==> src/rtl/flash_rd_pkg.sv <==
package flash_rd_pkg;

    typedef enum logic [1:0] {
        ST_IDLE  = 2'd0,
        ST_STALL = 2'd1,
        ST_TIME  = 2'd2,
        ST_DONE  = 2'd3
    } rd_state_t;

endpackage

==> src/rtl/flash_rd_rdy_sel.sv <==
// Combines the shared pump flag with the flag of one selected bank.
module flash_rd_rdy_sel #(
    parameter int NUM_BANKS = 3,
    parameter int BANK_W    = 2
) (
    input  logic [NUM_BANKS-1:0] bank_rdy_i,
    input  logic                 pump_rdy_i,
    input  logic [BANK_W-1:0]    sel_i,
    output logic                 rdy_o
);

    logic [NUM_BANKS-1:0] hit;

    for (genvar g = 0; g < NUM_BANKS; g++) begin : g_bank
        assign hit[g] = (sel_i == BANK_W'(g)) && bank_rdy_i[g];
    end

    assign rdy_o = pump_rdy_i && (|hit);

endmodule

==> src/rtl/flash_rd_wait_ctr.sv <==
// Loadable down-counter for the timed read phase.
module flash_rd_wait_ctr #(
    parameter int WS_W = 4
) (
    input  logic            clk,
    input  logic            rst_n,
    input  logic            load_i,
    input  logic [WS_W-1:0] load_val_i,
    input  logic            dec_i,
    output logic            zero_o
);

    logic [WS_W-1:0] cnt_q;

    always_ff @(posedge clk) begin
        if (!rst_n) begin
            cnt_q <= '0;
        end else if (load_i) begin
            cnt_q <= load_val_i;
        end else if (dec_i) begin
            cnt_q <= cnt_q - 1'b1;
        end
    end

    assign zero_o = (cnt_q == '0);

endmodule

==> src/rtl/flash_rd_req_latch.sv <==
// Holds the address, bank and wait setting of the accepted request.
module flash_rd_req_latch #(
    parameter int ADDR_W = 16,
    parameter int BANK_W = 2,
    parameter int WS_W   = 4
) (
    input  logic              clk,
    input  logic              rst_n,
    input  logic              cap_i,
    input  logic [ADDR_W-1:0] addr_i,
    input  logic [BANK_W-1:0] bank_i,
    input  logic [WS_W-1:0]   ws_i,
    output logic [ADDR_W-1:0] addr_o,
    output logic [BANK_W-1:0] bank_o,
    output logic [WS_W-1:0]   ws_o
);

    always_ff @(posedge clk) begin
        if (!rst_n) begin
            addr_o <= '0;
            bank_o <= '0;
            ws_o   <= '0;
        end else if (cap_i) begin
            addr_o <= addr_i;
            bank_o <= bank_i;
            ws_o   <= ws_i;
        end
    end

endmodule

==> src/rtl/flash_rd_seq.sv <==
module flash_rd_seq #(
    parameter int ADDR_W    = 16,
    parameter int DATA_W    = 32,
    parameter int NUM_BANKS = 3,
    parameter int WS_W      = 4,
    parameter int BANK_W    = (NUM_BANKS > 1) ? $clog2(NUM_BANKS) : 1
) (
    input  logic                 clk,
    input  logic                 rst_n,
    input  logic                 req_i,
    input  logic [ADDR_W-1:0]    req_addr_i,
    input  logic [BANK_W-1:0]    req_bank_i,
    input  logic                 ws_we_i,
    input  logic [WS_W-1:0]      ws_val_i,
    input  logic [NUM_BANKS-1:0] bank_rdy_i,
    input  logic                 pump_rdy_i,
    output logic [ADDR_W-1:0]    arr_addr_o,
    output logic [BANK_W-1:0]    arr_bank_o,
    input  logic [DATA_W-1:0]    arr_data_i,
    output logic                 busy_o,
    output logic                 rvalid_o,
    output logic [DATA_W-1:0]    rdata_o,
    output logic                 acc_pulse_o,
    output logic [BANK_W-1:0]    acc_bank_o
);
    import flash_rd_pkg::*;

    localparam logic [WS_W-1:0] WS_RESET = {WS_W{1'b1}};

    rd_state_t         state_q, state_d;
    logic [WS_W-1:0]   ws_q;
    logic [WS_W-1:0]   ws_lat;
    logic [ADDR_W-1:0] addr_lat;
    logic [BANK_W-1:0] bank_lat;
    logic [BANK_W-1:0] rdy_sel;
    logic              rdy;
    logic              accept;
    logic              ctr_load;
    logic              ctr_dec;
    logic              ctr_zero;
    logic [WS_W-1:0]   ctr_val;
    logic [DATA_W-1:0] data_q;
    logic              pulse_q;

    assign accept  = (state_q == ST_IDLE) && req_i;
    assign rdy_sel = (state_q == ST_IDLE) ? req_bank_i : bank_lat;

    flash_rd_rdy_sel #(
        .NUM_BANKS (NUM_BANKS),
        .BANK_W    (BANK_W)
    ) u_rdy (
        .bank_rdy_i (bank_rdy_i),
        .pump_rdy_i (pump_rdy_i),
        .sel_i      (rdy_sel),
        .rdy_o      (rdy)
    );

    flash_rd_req_latch #(
        .ADDR_W (ADDR_W),
        .BANK_W (BANK_W),
        .WS_W   (WS_W)
    ) u_latch (
        .clk    (clk),
        .rst_n  (rst_n),
        .cap_i  (accept),
        .addr_i (req_addr_i),
        .bank_i (req_bank_i),
        .ws_i   (ws_q),
        .addr_o (addr_lat),
        .bank_o (bank_lat),
        .ws_o   (ws_lat)
    );

    // The counter loads when the timed phase starts: straight from IDLE
    // (current register value) or from STALL (value latched at acceptance).
    assign ctr_load = (accept && rdy) || ((state_q == ST_STALL) && rdy);
    assign ctr_val  = (state_q == ST_IDLE) ? ws_q : ws_lat;
    assign ctr_dec  = (state_q == ST_TIME) && !ctr_zero;

    flash_rd_wait_ctr #(
        .WS_W (WS_W)
    ) u_ctr (
        .clk        (clk),
        .rst_n      (rst_n),
        .load_i     (ctr_load),
        .load_val_i (ctr_val),
        .dec_i      (ctr_dec),
        .zero_o     (ctr_zero)
    );

    // Wait-state register
    always_ff @(posedge clk) begin
        if (!rst_n) begin
            ws_q <= WS_RESET;
        end else if (ws_we_i) begin
            ws_q <= ws_val_i;
        end
    end

    // Next-state logic
    always_comb begin
        state_d = state_q;
        unique case (state_q)
            ST_IDLE:  if (req_i)    state_d = rdy ? ST_TIME : ST_STALL;
            ST_STALL: if (rdy)      state_d = ST_TIME;
            ST_TIME:  if (ctr_zero) state_d = ST_DONE;
            ST_DONE:                state_d = ST_IDLE;
            default:                state_d = ST_IDLE;
        endcase
    end

    // State register
    always_ff @(posedge clk) begin
        if (!rst_n) begin
            state_q <= ST_IDLE;
        end else begin
            state_q <= state_d;
        end
    end

    // Data capture and access pulse
    always_ff @(posedge clk) begin
        if (!rst_n) begin
            data_q  <= '0;
            pulse_q <= 1'b0;
        end else begin
            pulse_q <= accept;
            if ((state_q == ST_TIME) && ctr_zero) begin
                data_q <= arr_data_i;
            end
        end
    end

    // Outputs
    always_comb begin
        busy_o   = 1'b1;
        rvalid_o = 1'b0;
        unique case (state_q)
            ST_IDLE:  busy_o   = 1'b0;
            ST_STALL: busy_o   = 1'b1;
            ST_TIME:  busy_o   = 1'b1;
            ST_DONE:  rvalid_o = 1'b1;
            default:  busy_o   = 1'b1;
        endcase
    end

    assign arr_addr_o  = addr_lat;
    assign arr_bank_o  = bank_lat;
    assign rdata_o     = data_q;
    assign acc_pulse_o = pulse_q;
    assign acc_bank_o  = bank_lat;

endmodule

==> config.mk <==
export PLATFORM = sky130hd
export DESIGN_NAME = flash_rd_seq
export DESIGN_NICKNAME = d
export VERILOG_FILES = /design/src/rtl/flash_rd_pkg.sv /design/src/rtl/flash_rd_rdy_sel.sv /design/src/rtl/flash_rd_wait_ctr.sv /design/src/rtl/flash_rd_req_latch.sv /design/src/rtl/flash_rd_seq.sv
export SDC_FILE = /design/constraint.sdc
export NUM_CORES = 1
export LEC_CHECK = 0
export CORE_MARGIN = 4
export CORE_UTILIZATION = 41
export DETAILED_ROUTE_END_ITERATION = 16
export HOLD_SLACK_MARGIN = 0.06
export PLACE_DENSITY = 0.82
export SETUP_SLACK_MARGIN = 0.2
export SYNTH_ARGS = -nofsm -noshare
export SYNTH_HDL_FRONTEND = slang
export SYNTH_SLANG_ARGS = --single-unit
==> constraint.sdc <==
create_clock -name clk -period 2.3 [get_ports clk]
set_input_delay 0.23 -clock clk [delete_from_list [all_inputs] [get_ports clk]]
set_output_delay 0.23 -clock clk [all_outputs]
set_load 0.02 [all_outputs]
==> results.toml <==
[floorplan]
die-area_sq_um = 7670
start_util = 0.431
io_pins = 117
rows = 28
die_h_microns = 87.6
fp.dieW_microns = 87.6
core_area_sq_um = 6030

[worst_setup_path]
cp-end-kind = "register"
startpoint_type = "register"
cp_data_arrival_time_ns = 2.16
worstSetupPathType = "reg -> reg"
cp.required_ns = 2.51
critPathMaxFanout = 5

[synth]
yosys.area.top_type = "dfxtp_1"
netlist_top_cells_area = "dfxtp_1 (50%), nand2_1 (17%), a21oi_1 (11%)"
synth_area_sq_um = 2600
synth_cell_types = 36
yosys.area.top_type_share = 0.501
synth-seq-cells = 65
syn_inst = 318
ys_warn_count = 0
synth_seq_area_share = 0.501
syn-num-nets = 385
synth.avg_cell_area_sq_um = 8.16

[timing]
max_slew_margin = 0.621
rsz0062_at_grt = "no"
clock.fmax_ghz = 0.515
timing.hold.ws_ns = 0.440
period_needed_ns = 1.94
worstMarginPinSlew_ns = 0.564
finalMaxSlewViolations = 0
fin_crit_sh = 0.844
final_hold_viol_count = 0
final-setup-viol-count = 0
timing.setup.tns_ns = 0
skew_ns = 0.0103

[route]
postRouteAntennaNets = 0
first_pass_iters = 4
drc = 0
drt-initial-drc-count = 93
vias = 2514
wl_per_cell_microns = 13.5
routed_wl_mm = 6.84
via_per_inst = 4.95

[global_route]
antenna_found_initial = 0
grt_pass1_wl_mm = 10.8
grt_overflow_total = 0
grt_usage = 0.179
grt_max_degree = 33
first_global_vias = 2432

[pwr]
cellLeakagePower_nw = 1.49
powerDensity_nw_per_um2 = 1060
ir_drop_uv = 607
power_mw = 4.25

[job]
maxCapViolCount = 0

[clocking]
cts_tree = "done"
cts.sinks = 65
htree_levels = 3
cts.clk_slew.worst_paths_ns = 0.07
cts_max_path_buffers = 2
postCtsSetupRepairBufs = 0
cts_made_buffers = 9
clock_latency_ns = 0.33
cts_root_buf = "clkbuf_8"

[finish]
diodes = 0
drive_gt1_frac = 0.0670
area_growth_pct = 53.9
nets = 497
fillers = 526
layout_commonest_cell = "nand2_1"
instances_no_fill = 508
mostFrequentLayoutCells = "nand2_1 (117), clkdlybuf4s50_1 (115), dfxtp_1 (65), a21oi_1 (56), clkbuf_8 (11)"
multi_input_comb_area_sq_um = 1190
seq_area_sq_um = 1300

[hold_path]
hp-class = "in -> reg"

[placement]
port_buffers = 116
dp_hpwl_mm = 5.04
gp_congestion = 0.748
dp_cells = 494

[status]
status = "finished, final reports clean"
-- power breakdown --
group	switching (mW)	internal, mW	total (mW)
clock network	0.382	0.440	0.822
registers	0.161	1.39	1.56
logic	1.02	0.854	1.87
-- flip-flops by register name, summed over array words and instances (netlist names) --
signal          cells
acc_pulse_o         1
rdata_o            32
state_q             2
u_ctr.cnt_q         4
u_latch.addr_o     16
u_latch.bank_o      2
u_latch.ws_o        4
ws_q                4
-- synthesized netlist by cell type --
master,count
nand4b_1,1
o21ai_1,1
mux2i_1,12
inv_2,1
or3_1,1
ha_1,5
nand3_1,1
a221oi_2,2
nor2_1,3
clkbuf_1,17
xnor2_1,1
a311oi_1,3
o21ai_0,2
buf_4,2
mux2_2,1
or4b_1,1
o22a_1,1
and3b_1,1
o31ai_1,1
and2_1,1
inv_1,6
dfxtp_1,65
o221a_1,1
a211o_1,1
o211ai_2,1
nor3b_1,2
buf_2,3
clkinv_1,1
nand2_1,117
o211ai_1,1
o21a_1,1
o21ai_4,1
a21oi_2,1
nor3_1,2
a21oi_1,56
nand3b_1,1
-- per-layer routing --
| metal | track usage | routed length, microns |
|---|---|---|
| met5 | 0 | 0 |
| met4 | 0.0976 | 160 |
| met3 | 0.0630 | 501 |
| met2 | 0.298 | 3410 |
| met1 | 0.199 | 2770 |
-- final cells by class --
class,count,share of cell area
Clock buffer,14,0.0407
Sequential cell,65,0.326
Tap cell,75,0.0235
Timing Repair Buffer,123,0.303
Multi-Input combinational cell,223,0.299
Inverter,8,0.00752
-- worst max-delay path: stages, from the launching register on --
cell     delay (ns)
dfxtp_1        0.34
inv_1          0.09
ha_2           0.26
mux2i_4        0.29
mux2i_2        0.32
o21a_1         0.21
a21oi_2        0.08
o221a_1        0.25
-- kinds of logic after synthesis --
logic type | Yosys count | share of synthesized area
flops | 65 | 0.501
xor+xnor | 1 | 0.00337
fa+ha+maj | 5 | 0.0241
buf+inv | 30 | 0.0477
simple gates | 131 | 0.203
compound gates | 73 | 0.170
mux | 13 | 0.0506
-- per-stage QoR --
step | utilization | worst slack, ns | instance area, sq um
global route | 0.663 | 0.214 | 4000
detailed placement | 0.633 | 0.261 | 3810
global placement | 0.633 | 0.325 | 3810
floorplan | - | 0.417 | 2600
CTS | 0.660 | 0.237 | 3980
finish | 0.663 | 0.360 | 4000
-- final timing paths --
path	cells past startpoint	to	start	slack, ns
max	7	state_q[1]	state_q[0]	0.36
min	3	rdata_o[0]	arr_data_i[0]	0.44
max reg2reg	7	state_q[1]	state_q[0]	0.36
min reg2reg	2	rdata_o[16]	rdata_o[16]	0.45
-- what timing repair did --
action,CTS,global route
pin swaps,0,0
hold buffers,0,0
setup endpoints to repair,1,4
resized for setup,1,4
Note: power is estimated with default switching activity, not from simulation.
